$ cat src/rtl/i2c_chunk_seq.sv
`timescale 1ns/1ps
module i2c_chunk_seq #(
  parameter int LEN_W      = 8,
  parameter int TMO_CYCLES = 32,
  localparam int TW        = $clog2(TMO_CYCLES + 1)
) (
  input  logic             clk,
  input  logic             rst_n,
  input  logic             start,
  input  logic [10:0]      addr,
  input  logic             ten,
  input  logic             rd,
  input  logic [LEN_W-1:0] len,
  input  logic             more,
  input  logic             bus_idle,
  input  logic [7:0]       src_data,
  output logic             src_pop,
  output logic             buf_wr_en,
  output logic [7:0]       buf_wr_data,
  output logic             buf_rd_en,
  input  logic [7:0]       buf_rd_data,
  output logic             out_valid,
  output logic [7:0]       out_data,
  output logic             cmd_valid,
  output logic [1:0]       cmd_cnt,
  output logic             cmd_chain,
  output logic             cmd_rpt,
  output logic             cmd_rd,
  output logic             cmd_ten,
  output logic [7:0]       addr_lo,
  output logic [7:0]       addr_hi,
  input  logic             chunk_done,
  input  logic [2:0]       chunk_xfer,
  input  logic             chunk_err,
  output logic             flush,
  output logic             err_clr,
  output logic             soft_rst,
  output logic             abort,
  output logic             done,
  output logic [2:0]       status
);

  typedef enum logic [3:0] {
    S_IDLE, S_RST, S_RCHK, S_FLUSH, S_LOAD, S_CMD, S_WAIT,
    S_UNLD, S_ECLR, S_ECHK, S_ABORT, S_DONE
  } state_t;

  localparam logic [2:0] ST_OK = 3'd0, ST_INV = 3'd1, ST_REM = 3'd2,
                         ST_TMO = 3'd3, ST_BUSY = 3'd4;

  state_t           state;
  logic [9:0]       a_q;
  logic             ten_q, rd_q, more_q;
  logic [LEN_W-1:0] rem;
  logic [1:0]       bidx;
  logic [TW-1:0]    tmr;
  logic [2:0]       st;

  logic       last;
  logic [2:0] cnt;
  logic       bad_req, idx_end;
  state_t     chunk_start;

  assign last        = rem <= LEN_W'(4);
  assign cnt         = last ? rem[2:0] : 3'd4;
  assign idx_end     = {1'b0, bidx} == cnt - 3'd1;
  assign chunk_start = rd_q ? S_CMD : S_LOAD;
  assign bad_req     = addr[10] | (!ten && (|addr[9:7])) | (len == '0);

  always_ff @(posedge clk or negedge rst_n) begin
    if (!rst_n) begin
      state <= S_IDLE;
      a_q <= '0; ten_q <= 1'b0; rd_q <= 1'b0; more_q <= 1'b0;
      rem <= '0; bidx <= '0; tmr <= '0; st <= ST_OK;
    end else begin
      case (state)
        S_IDLE: if (start) begin
          a_q <= addr[9:0]; ten_q <= ten; rd_q <= rd; more_q <= more;
          rem <= len; bidx <= '0;
          if (bad_req) begin
            st <= ST_INV; state <= S_DONE;
          end else state <= bus_idle ? S_FLUSH : S_RST;
        end
        S_RST:   state <= S_RCHK;
        S_RCHK:  if (!bus_idle) begin
          st <= ST_BUSY; state <= S_DONE;
        end else state <= chunk_start;
        S_FLUSH: state <= chunk_start;
        S_LOAD: begin
          bidx <= bidx + 2'd1;
          if (idx_end) begin
            bidx <= '0; state <= S_CMD;
          end
        end
        S_CMD: begin
          tmr <= '0; state <= S_WAIT;
        end
        S_WAIT: if (chunk_done) begin
          if (chunk_err) begin
            st <= ST_REM; state <= S_ECLR;
          end else if (chunk_xfer != cnt) begin
            st <= ST_REM;
            state <= (!last || more_q) ? S_ABORT : S_DONE;
          end else if (rd_q) state <= S_UNLD;
          else if (last) begin
            st <= ST_OK; state <= S_DONE;
          end else begin
            rem <= rem - LEN_W'(4); state <= S_LOAD;
          end
        end else if (tmr == TW'(TMO_CYCLES - 1)) begin
          st <= ST_TMO; state <= S_ABORT;
        end else tmr <= tmr + 1'b1;
        S_UNLD: begin
          bidx <= bidx + 2'd1;
          if (idx_end) begin
            bidx <= '0;
            if (last) begin
              st <= ST_OK; state <= S_DONE;
            end else begin
              rem <= rem - LEN_W'(4); state <= S_CMD;
            end
          end
        end
        S_ECLR:  state <= S_ECHK;
        S_ECHK:  state <= S_DONE;
        S_ABORT: state <= S_DONE;
        default: state <= S_IDLE;
      endcase
    end
  end

  assign src_pop     = state == S_LOAD;
  assign buf_wr_en   = state == S_LOAD;
  assign buf_wr_data = src_data;
  assign buf_rd_en   = state == S_UNLD;
  assign out_valid   = state == S_UNLD;
  assign out_data    = buf_rd_data;

  assign cmd_valid = state == S_CMD;
  assign cmd_cnt   = 2'(cnt - 3'd1);
  assign cmd_chain = !last;
  assign cmd_rpt   = last && more_q;
  assign cmd_rd    = rd_q;
  assign cmd_ten   = ten_q;
  assign addr_lo   = ten_q ? a_q[7:0] : {a_q[6:0], 1'b0};
  assign addr_hi   = ten_q ? {4'hF, 1'b0, a_q[9:8], 1'b0} : 8'h00;

  assign flush    = (state == S_FLUSH) || (state == S_ECLR);
  assign err_clr  = state == S_ECLR;
  assign soft_rst = (state == S_RST) || (state == S_ECHK && !bus_idle);
  assign abort    = state == S_ABORT;
  assign done     = state == S_DONE;
  assign status   = st;

  assert_cmd_single_R2: assert property (@(posedge clk) disable iff (!rst_n)
    cmd_valid |=> !cmd_valid);
  assert_load_then_cmd_R5: assert property (@(posedge clk) disable iff (!rst_n)
    $fell(buf_wr_en) |-> cmd_valid);
  assert_unload_after_done_R5: assert property (@(posedge clk) disable iff (!rst_n)
    $rose(out_valid) |-> $past(chunk_done));
  assert_done_single_R8: assert property (@(posedge clk) disable iff (!rst_n)
    done |=> !done);
  assert_abort_error_R12: assert property (@(posedge clk) disable iff (!rst_n)
    abort |-> (status == ST_REM || status == ST_TMO));
  assert_abort_ends_R9: assert property (@(posedge clk) disable iff (!rst_n)
    abort |=> done);

endmodule

$ cat config.mk
export PLATFORM = sky130hd
export DESIGN_NAME = i2c_chunk_seq
export DESIGN_NICKNAME = d
export VERILOG_FILES = /design/src/rtl/i2c_chunk_seq.sv
export SDC_FILE = /design/constraint.sdc
export NUM_CORES = 1
export LEC_CHECK = 0
export ABC_AREA = 1
export BUFFER_PORTS_ARGS = -buffer_cell sky130_fd_sc_hd__clkbuf_2
export CORE_MARGIN = 2
export CORE_UTILIZATION = 46
export DETAILED_ROUTE_END_ITERATION = 10
export PLACE_DENSITY = 0.78
export SYNTH_ARGS = -nofsm -noshare
export SYNTH_HDL_FRONTEND = slang
export SYNTH_SLANG_ARGS = --single-unit
$ cat constraint.sdc
create_clock -name clk -period 2.2 [get_ports clk]
set_clock_uncertainty 0.2 [all_clocks]
set_input_delay 0.11 -clock clk [delete_from_list [all_inputs] [get_ports clk]]
set_output_delay 0.11 -clock clk [all_outputs]
set_load 0.005 [all_outputs]
==> key figures, run 1 <==
Setup path
  • Crit path required time: 2.19 ns
  • Max FO, Critical Path: 6
  • Slowest-stage cell, CP: dfrtp_1
  • Startpoint types: flop
  • Critical Path Max Stage Delay: 0.39 ns
  • Worst R2R Path Depth: 15
  • CP dominant cell by count: nand2_2
  • Critical path class: reg -> reg
  • CP delay by family, top: simple AND/OR/NAND/NOR gates
  • CP cell instances: inv_2, ha_1, nand2_2, nand2_4, nand3_4, ha_4, xnor2_1, a21oi_2, nand3_2, nand2_4, nand2_2, nor2_2, nand2_2, nand2_1, nand2_1
  • Critical Path AT: 2.29 ns
  • Crit. End Element: flop
  • RR Startpoint: rem[3]
  • CP bufs+invs: 1
  • R2R setup slack: -0.1 ns
  • FF-to-FF End: rem[5]

Finish
  • Core Util, Final: 0.587
  • Final net count: 528
  • Fin cells: 553
  • N_diodes: 0
  • Leading cell type in the layout, fill and taps excluded: nand2_1
  • Layout cells sized above 1: 0.291
  • Most frequent cells in the layout: nand2_1, clkbuf_2, nor2_1
  • Design area: 3420 um^2
  • Area Growth Syn to Fin: 25.2%

Synth
  • Mapped Cells: 398
  • Register bit count reported by yosys: 36
  • Dominant cell type by area after synthesis: dfrtp_1
  • Yosys warns: 0
  • Sequential area share after synthesis: 0.330
  • Synth unique cells: 36
  • Synth top area cells: dfrtp_1, nand2_1, nor2_1, buf_4, inv_1
  • Mapped Area: 2730 um^2
  • Post-synth top area share: 0.330
  • Mean Syn Cell Area: 6.85 um^2

Power and ir drop
  • Reg power frac: 0.275
  • Total power: 4.38 mW
  • Clock power frac: 0.133
  • Switching pwr: 2.06 mW
  • PD cells: 1280 nW/um^2
  • Comb pwr share: 0.592
  • Switching part of the total power: 0.470
  • Internal power: 2.33 mW
  • Leak Pwr: 1.90 nW
  • Worst IR drop on VDD: 0.505 mV

Clocking
  • Root Driver: clkbuf_8
  • H-Tree Depth: 2
  • Num CTS Buffers: 5
  • Worst-path clk slew: 0.08 ns
  • Max clock buf depth: 2
  • CTS sink count: 36
  • Worst-Skew Late Latency: 0.29 ns
  • TritonCTS clock tree: yes

GRT
  • Largest net degree at the start of global routing: 26
  • Gr usage total: 0.220
  • Initial antenna violation count: 0
  • Vias in the first global route: 2585
  • First-pass GRT wire length: 11200 um
  • Remaining Overflow, GRT: 0

Drt
  • # DRC: 0
  • Post-route ant nets: 0
  • Pre-Repair DR Iteration Count: 4
  • Vias per inst: 4.91
  • 1st-iter DRT viols: 192
  • WL/cell: 12.4 um
  • DRT Wirelength: 6860 um
  • Vias: 2715

STA
  • Final hold viol count: 0
  • Rel. slew slack: 0.589
  • # setup viols final: 14
  • Fin crit share: 1.04
  • Setup WS post-layout: -0.0969 ns
  • Fin. max-slew vios: 0
  • Worst slew pin tran: 0.616 ns
  • RSZ-0062 raised after global routing: yes
  • Final min period: 2.30 ns
  • FMAX: 435 MHz

Place
  • IO Port Bufs: 63
  • DP Worst Slack: -0.0826 ns
  • DP Area: 3070 um^2
  • Dpl cells: 521
  • Gpl congestion: 0.858
  • Hpwl dp: 5100 um

Job
  • Max-Cap Viols: 0

Die
  • Die H: 81.0 um
  • Row count: 28
  • Initial Util: 0.469
  • Core area: 5820 um^2
  • Die Width: 81.0 um
  • IO Count: 98
  • Area of the die: 6560 um^2

Worst hold path
  • Worst hold path depth: 4
  • Hold Crit Class: in -> reg
  • Hold path start: start
  • Hold Path End: bidx[1]

Run status
  • Failing checks: setup timing
  • Status: complete, but fails checks
-- state kept, by name (all words and copies together), names as in the netlist --
signal,count
cmd_ten,1
bidx,2
a_q,10
tmr,6
status,3
rem,8
cmd_rd,1
more_q,1
state,4
-- worst max-delay path by stage --
stage | slack (ns) | endpoint | startpoint | cells after the start
finish | -0.1 | rem[5] | rem[3] | 15
global route | -0.24 | rem[5] | rem[3] | 15
CTS | -0.08 | rem[2] | rem[2] | 13
detailed placement | -0.08 | rem[2] | rem[2] | 13
global placement | 0.01 | rem[2] | rem[2] | 13
floorplan | -0.008 | rem[4] | rem[2] | 15
-- cell families (layout without fill, tap and decap cells) --
group | count (synthesis) | count (layout) | synth area share
AOI/OAI and AO/OA | 52 | 52 | 0.105
xor gates and xnor gates | 2 | 2 | 0.00642
adders and majority gates | 4 | 4 | 0.0183
buffers and inverters | 87 | 166 | 0.154
DFF | 36 | 36 | 0.330
muxes | 5 | 5 | 0.0206
other | 1 | 2 | 0.00137
and+or+nand+nor | 211 | 211 | 0.365
-- cell type report --
cell class,instances,area (um^2)
Sequential cell,36,901
Multi-Input combinational cell,276,1450
Timing Repair Buffer,100,646
Clock inverter,3,42.5
Fill cell,549,2400
Clock buffer,5,68.8
Inverter,58,218
Tap cell,75,93.8
-- tightest hold or removal path, cell delays in order --
cell      delay [ns]
clkbuf_2        0.10
nand2_1         0.07
nand2_1         0.09
o22ai_1         0.07
-- metrics by stage --
stage               setup TNS [ns]  hold WS, ns
detailed placement          -0.581      -0.0896
global placement                 0      -0.0970
finish                      -0.833      0.00652
floorplan                  -0.0448       -0.386
global route                 -2.89       0.0200
CTS                         -0.573      0.00363
-- power by group through the flow --
stage | sequential [mW] | clock, mW | combinational [mW]
floorplan | 1.14 | 0 | 1.85
global placement | 1.20 | 0 | 2.47
detailed placement | 1.21 | 0 | 2.52
CTS | 1.20 | 0.590 | 2.58
global route | 1.24 | 0.613 | 2.95
finish | 1.21 | 0.582 | 2.60
-- per-layer routing --
layer	global-route usage	wire length (um)	up-vias	part of all wire
met1	0.273	2840	1215	0.41
met5	0	0	-	0
met3	0.0322	429	21	0.063
met4	0.103	192	0	0.028
met2	0.374	3390	96	0.49
li1	-	-	1383	-
-- synth_stat cells --
| library cell | instances |
|---|---|
| inv_2 | 13 |
| clkbuf_1 | 3 |
| xnor2_1 | 1 |
| a21oi_1 | 17 |
| buf_4 | 24 |
| nand2_2 | 7 |
| nor2_4 | 3 |
| nor2_1 | 54 |
| inv_1 | 45 |
| nand3_2 | 6 |
| xor2_1 | 1 |
| a2bb2oi_1 | 1 |
| or2_2 | 1 |
| nand4_1 | 7 |
| conb_1 | 1 |
| a211oi_1 | 3 |
| o31ai_1 | 1 |
| nand2_1 | 106 |
| a31oi_1 | 1 |
| o21ai_1 | 3 |
| buf_2 | 2 |
| o22ai_1 | 5 |
| ha_1 | 4 |
| nand3b_1 | 1 |
| nand2_4 | 4 |
| mux2_2 | 5 |
| nor3b_1 | 1 |
| nor2_8 | 2 |
| o21ai_0 | 20 |
| and3_1 | 1 |
| nand3_1 | 10 |
| a21oi_2 | 1 |
| nor2_2 | 3 |
| nor3_1 | 4 |
| dfrtp_1 | 36 |
| nand3b_2 | 1 |
-- timing repair --
action	in CTS	in global routing
pin swaps	3	5
hold buffers	21	0
hold endpoints to repair	38	0
endpoints found under the setup margin	13	14
gates resized for setup	0	0
buffers inserted	1	2
No activity file was read; power rests on OpenSTA's default activity.
==> run 2: changes to the inputs <==
CORE_UTILIZATION = 47   (was 46)
CTS_BUF_LIST = sky130_fd_sc_hd__clkbuf_4 sky130_fd_sc_hd__clkbuf_8   (was not set)
PLACE_DENSITY = 0.79   (was 0.78)
SKIP_LAST_GASP = 1   (was not set)
==> run 2 against run 1 <==
Against the previous run:
- the run still ends with setup timing left
- sequential power about the same
- wire length up 3.3%
- sequential share of layout area fell by 0.73 points
==> key figures, run 2 (synthesis results as in run 1) <==
Die
  • Core area: 5540 um^2 (was 5820 um^2)
  • Area of the die: 6430 um^2 (was 6560 um^2)
  • IO Count: 98 (unchanged)
  • Row count: 27 (was 28)
  • Die Width: 80.2 um (was 81.0 um)
  • Die H: 80.2 um (was 81.0 um)
  • Initial Util: 0.492 (was 0.469)

Finish
  • N_diodes: 0 (unchanged)
  • # fillers: 505 (was 549)
  • Max FFs per register: 10 (unchanged)
  • Register area: 901 um^2 (unchanged)
  • Largest register by flop count: a_q (unchanged)
  • Area of the multi-input gates: 1510 um^2 (was 1450 um^2)
  • Final net count: 532 (was 528)
  • Fin cells: 554 (was 553)
  • Layout cells sized above 1: 0.305 (was 0.291)
  • Area Growth Syn to Fin: 28.8% (was 25.2%)
  • Largest registers: a_q (10), rem (8), tmr (6) (unchanged)
  • Most frequent cells in the layout: nand2_1, clkbuf_2, nor2_1 (unchanged)
  • Leading cell type in the layout, fill and taps excluded: nand2_1 (unchanged)

Worst hold path
  • Hold Crit Class: in -> out (was in -> reg)

Power and ir drop
  • PD cells: 1310 nW/um^2 (was 1280 nW/um^2)
  • Worst IR drop on VDD: 0.612 mV (was 0.505 mV)
  • Leak Pwr: 1.94 nW (was 1.90 nW)

Setup path
  • Slowest-stage cell, CP: dfrtp_1 (unchanged)
  • CP delay by family, top: simple AND/OR/NAND/NOR gates (unchanged)
  • Critical path class: reg -> reg (unchanged)
  • CP bufs+invs: 1 (unchanged)
  • Critical Path Max Stage Delay: 0.44 ns (was 0.39 ns)
  • Max FO, Critical Path: 6 (unchanged)
  • Crit path required time: 2.19 ns (about the same)
  • Critical Path AT: 2.33 ns (was 2.29 ns)
  • CP cell instances: inv_2, ha_4, nand4_1, ha_4, xnor2_2, a21oi_2, nand3_2, nand2_4, nand2_2, nor2_4, nand2_4, nand2_1, nand2_1 (was inv_2, ha_1, nand2_2, nand2_4, nand3_4, ha_4, xnor2_1, a21oi_2, nand3_2, nand2_4, nand2_2, nor2_2, nand2_2, nand2_1, nand2_1)
  • Crit. End Element: flop (unchanged)
  • Startpoint types: flop (unchanged)

Drt
  • Vias per inst: 5.05 (was 4.91)
  • 1st-iter DRT viols: 205 (was 192)
  • # DRC: 0 (unchanged)
  • Post-route ant nets: 0 (unchanged)
  • WL/cell: 12.8 um (was 12.4 um)
  • DRT Wirelength: 7080 um (was 6860 um)
  • Vias: 2796 (was 2715)
  • Pre-Repair DR Iteration Count: 4 (unchanged)

Job
  • Max-Cap Viols: 0 (unchanged)

STA
  • # setup viols final: 15 (was 14)
  • Setup WS post-layout: -0.138 ns (was -0.0969 ns)
  • Worst slew pin tran: 0.610 ns (was 0.616 ns)
  • Final min period: 2.34 ns (was 2.30 ns)
  • Rel. slew slack: 0.593 (was 0.589)
  • Hold slack: 0.0200 ns (was 0.00652 ns)
  • FMAX: 428 MHz (was 435 MHz)
  • Fin crit share: 1.06 (was 1.04)
  • Final hold viol count: 0 (unchanged)
  • Fin. max-slew vios: 0 (unchanged)
  • RSZ-0062 raised after global routing: yes (unchanged)
  • Setup TNS: -1.46 ns (was -0.833 ns)

Clocking
  • CTS sink count: 36 (unchanged)
  • Worst-path clk slew: 0.08 ns (about the same)
  • Worst-Skew Late Latency: 0.29 ns (about the same)
  • Max clock buf depth: 2 (unchanged)
  • Root Driver: clkbuf_8 (unchanged)
  • Num CTS Buffers: 5 (unchanged)
  • H-Tree Depth: 2 (unchanged)
  • TritonCTS clock tree: yes (unchanged)

GRT
  • First-pass GRT wire length: 11800 um (was 11200 um)
  • Vias in the first global route: 2639 (was 2585)
  • Remaining Overflow, GRT: 0 (unchanged)
  • Gr usage total: 0.233 (was 0.220)
  • Largest net degree at the start of global routing: 37 (was 26)
  • Initial antenna violation count: 0 (unchanged)

Place
  • IO Port Bufs: 63 (unchanged)
  • Gpl congestion: 0.924 (was 0.858)
  • Dpl cells: 518 (was 521)
  • DP Worst Slack: -0.0817 ns (was -0.0826 ns)
  • Hpwl dp: 5080 um (was 5100 um)

Run status
  • Status: complete, but fails checks (unchanged)
  • Failing checks: setup timing (unchanged)
==> run 2: cell type report <==
class | instances | share of cell area
tap | 72 | 0.0256
timing repair buffer | 104 | 0.194
clock inverter | 2 | 0.00997
inverter | 58 | 0.0620
sequential | 36 | 0.256
multi-input combinational | 276 | 0.431
clock buffer | 6 | 0.0217
==> run 2: final timing paths <==
kind	from	endpoint	slack [ns]	cells after the start
setup / recovery	rem[2]	rem[2]	-0.14	13
hold / removal	buf_rd_data[1]	out_data[1]	0.02	0
setup reg to reg	rem[2]	rem[2]	-0.14	13
hold reg to reg	a_q[8]	a_q[8]	0.30	2
max in group asynchronous	rst_n	tmr[3]	1.27	3
min in group asynchronous	rst_n	bidx[0]	0.19	3
==> run 2: timing repair <==
item                                    CTS  global route
setup buffers                             2             3
endpoints found under the setup margin   13            15
pin swaps                                 3             9
gates resized for setup                   1            12
endpoints found under the hold margin    59             0
hold buffers                             23             0
==> run 2: through the flow <==
| stage | instance area [um^2] | util | power (mW) |
|---|---|---|---|
| 4_1_cts | 3430 | 0.619 | 4.40 |
| 3_3_place_gp | 3070 | 0.554 | 3.67 |
| 5_1_grt | 3510 | 0.634 | 5.00 |
| 6_report | 3510 | 0.634 | 4.59 |
| 2_1_floorplan | 2770 | - | 2.99 |
| 3_5_place_dp | 3070 | 0.554 | 3.74 |
==> run 2: power by group <==
group | total, mW | internal, mW | switching (mW)
logic | 2.78 | 1.15 | 1.63
clock network | 0.590 | 0.349 | 0.241
registers | 1.22 | 0.934 | 0.287
total | 4.59 | 2.43 | 2.15
==> run 2: worst reg2reg max path, delay by kind of cell, from the launching register on <==
family	cells	cell delay [ns]
fa+ha+maj	2	0.42
flops	1	0.44
xor+xnor	1	0.14
compound gates	1	0.11
buf+inv	1	0.10
simple gates	8	0.81
==> run 2: per-layer routing <==
layer,up-vias,share of wire,global-route usage
met5,-,0,0
met2,80,0.50,0.393
met4,0,0.024,0.0983
met3,22,0.049,0.0382
li1,1396,-,-
met1,1298,0.42,0.296
==> run 3: changes to the inputs <==
SETUP_SLACK_MARGIN = 0.5   (was not set)
==> run 3 against run 2 <==
Against the previous run:
- the flow still finishes with violations (setup timing)
- global-route usage rose by 2.3 points
- highest routed layer unchanged
- critical path depth rose by 2
- first-iteration DRC count rose by 13%
- clock power fell by 1%
- setup slack got worse by 0.0022 ns
- clock-buffer cell count did not move
- largest power group unchanged
- sequential power barely moved
- design area rose by 9.2%
- sequential share of layout area fell by 2.0 points
- fmax barely moved
==> key figures, run 3 (synthesis results as in run 1) <==
Run status
  • Status: complete, but fails checks (unchanged)
  • Failing checks: setup timing (unchanged)

Power and ir drop
  • Leak Pwr: 2.11 nW (was 1.94 nW)
  • Worst IR drop on VDD: 0.545 mV (was 0.612 mV)
  • Comb pwr share: 0.641 (was 0.605)
  • PD cells: 1330 nW/um^2 (was 1310 nW/um^2)
  • Switching pwr: 2.39 mW (was 2.15 mW)
  • Switching part of the total power: 0.470 (about the same)
  • Internal power: 2.70 mW (was 2.43 mW)
  • Reg power frac: 0.244 (was 0.266)
  • Clock power frac: 0.115 (was 0.128)

Place
  • Hpwl dp: 5070 um (was 5080 um)
  • DP Area: 3090 um^2 (was 3070 um^2)
  • Gpl congestion: 0.945 (was 0.924)
  • IO Port Bufs: 63 (unchanged)

GRT
  • Gr usage total: 0.257 (was 0.233)
  • Remaining Overflow, GRT: 0 (unchanged)
  • Largest net degree at the start of global routing: 37 (unchanged)
  • Vias in the first global route: 2916 (was 2639)
  • Initial antenna violation count: 0 (unchanged)
  • First-pass GRT wire length: 13000 um (was 11800 um)

Setup path
  • Crit. End Element: flop (unchanged)
  • Max FO, Critical Path: 6 (unchanged)
  • Critical Path AT: 2.32 ns (was 2.33 ns)
  • Critical path class: reg -> reg (unchanged)
  • Startpoint types: flop (unchanged)
  • Crit path required time: 2.18 ns (was 2.19 ns)

Drt
  • Vias: 3012 (was 2796)
  • # DRC: 0 (unchanged)
  • Vias per inst: 5.26 (was 5.05)
  • Post-route ant nets: 0 (unchanged)
  • 1st-iter DRT viols: 231 (was 205)
  • Pre-Repair DR Iteration Count: 5 (was 4)
  • WL/cell: 14.6 um (was 12.8 um)
  • DRT Wirelength: 8350 um (was 7080 um)

Finish
  • Largest register by flop count: a_q (unchanged)
  • Max FFs per register: 10 (unchanged)
  • Area Growth Syn to Fin: 40.7% (was 28.8%)
  • Most frequent cells in the layout: nand2_1, clkbuf_2, nor2_1 (unchanged)
  • Largest registers: a_q (10), rem (8), tmr (6) (unchanged)
  • Layout cells sized above 1: 0.391 (was 0.305)
  • Leading cell type in the layout, fill and taps excluded: nand2_1 (unchanged)
  • Final net count: 551 (was 532)
  • N_diodes: 0 (unchanged)
  • Core Util, Final: 0.693 (was 0.634)
  • Design area: 3840 um^2 (was 3510 um^2)

STA
  • Setup WS post-layout: -0.140 ns (was -0.138 ns)
  • Final min period: 2.34 ns (about the same)
  • # setup viols final: 15 (unchanged)
  • Final hold viol count: 0 (unchanged)
  • RSZ-0062 raised after global routing: yes (unchanged)
  • Setup TNS: -1.33 ns (was -1.46 ns)
  • Fin crit share: 1.06 (about the same)
  • Hold slack: 0.00280 ns (was 0.0200 ns)
  • FMAX: 427 MHz (was 428 MHz)
  • Fin. max-slew vios: 0 (unchanged)

Die
  • Die H: 80.2 um (unchanged)
  • Area of the die: 6430 um^2 (unchanged)
  • Initial Util: 0.492 (unchanged)
  • IO Count: 98 (unchanged)
  • Core area: 5540 um^2 (unchanged)
  • Row count: 27 (unchanged)
  • Die Width: 80.2 um (unchanged)

Clocking
  • Root Driver: clkbuf_8 (unchanged)
  • Worst-path clk slew: 0.07 ns (was 0.08 ns)
  • CTS sink count: 36 (unchanged)
  • H-Tree Depth: 2 (unchanged)
  • TritonCTS clock tree: yes (unchanged)
  • Worst-Skew Late Latency: 0.29 ns (about the same)
  • Max clock buf depth: 2 (unchanged)
  • Num CTS Buffers: 5 (unchanged)

Job
  • Max-Cap Viols: 0 (unchanged)

Worst hold path
  • Hold Crit Class: in -> reg (was in -> out)
-- run 3: cell types whose count changed in the layout (fill, tap and decap cells not counted), moves of 3 or more --
cell           delta
nor3_1            -3
buf_6             +7
nor2_1            -7
a21oi_2           +3
dlygate4sd3_1     -4
o22ai_1           -3
inv_4             +3
dfrtp_2           +4
a21oi_1           -3
dfrtp_1           -4
nor2_4            +5
buf_4            +15
-- run 3: repair_timing --
action | 4_1_cts | 5_1_grt
endpoints found under the setup margin | 44 | 56
resized for setup | 23 | 32
pin swaps | 10 | 14
hold buffers | 19 | 0
setup buffers | 19 | 8
hold endpoints to repair | 54 | 0
-- run 3: metal layers --
metal,track usage,share of wire
met1,0.311,0.40
met2,0.431,0.49
met3,0.0494,0.069
met4,0.132,0.046
met5,0,0
-- run 3: final cells by class --
type                    instances  area [um^2]
fillers                       438         1700
multi-input cells             276         1650
flip-flops and latches         36          906
repair buffers                123          852
inverters                      58          225
well taps                      72         90.1
clock buffers                   6         76.3
clock inverters                 2         35.0
-- run 3: critical path, stage by stage, from the launching register on --
cell and delay [ns]:
dfrtp_1 0.40, inv_2 0.11, ha_4 0.14, nand2_2 0.06
nand2_4 0.08, nand3_4 0.08, ha_4 0.25, xnor2_1 0.14
a21oi_2 0.13, nand3_2 0.12, nand2_4 0.13, nand2_2 0.06
nor2_2 0.09, nand2_2 0.10, nand2_1 0.10, nand2_1 0.05
-- run 3: worst paths after layout --
path | to | slack (ns) | startpoint | depth (start not counted)
min in group asynchronous | rem[0] | 0.19 | rst_n | 3
max in group asynchronous | cmd_ten | 1.24 | rst_n | 3
setup / recovery | rem[2] | -0.14 | rem[3] | 15
hold / removal | rem[3] | 0.003 | len[3] | 5
setup reg to reg | rem[2] | -0.14 | rem[3] | 15
hold reg to reg | a_q[8] | 0.29 | a_q[8] | 2
-- run 3: power groups by stage --
stage                     clock (mW)  sequential [mW]  combinational, mW
after floorplan                    0             1.14               1.86
after global placement             0             1.21               2.50
after detailed placement           0             1.21               2.56
after CTS                      0.589             1.21               2.93
after global routing           0.617             1.28               3.60
final                          0.584             1.24               3.26
-- run 3: metrics by stage --
stage | instances | setup slack [ns] | power, mW
finish | 573 | -0.140 | 5.09
global route | 573 | -0.295 | 5.50
CTS | 565 | -0.0860 | 4.73
detailed placement | 519 | -0.0640 | 3.77
global placement | 519 | 0.0102 | 3.71
floorplan | 399 | -0.00805 | 3.01
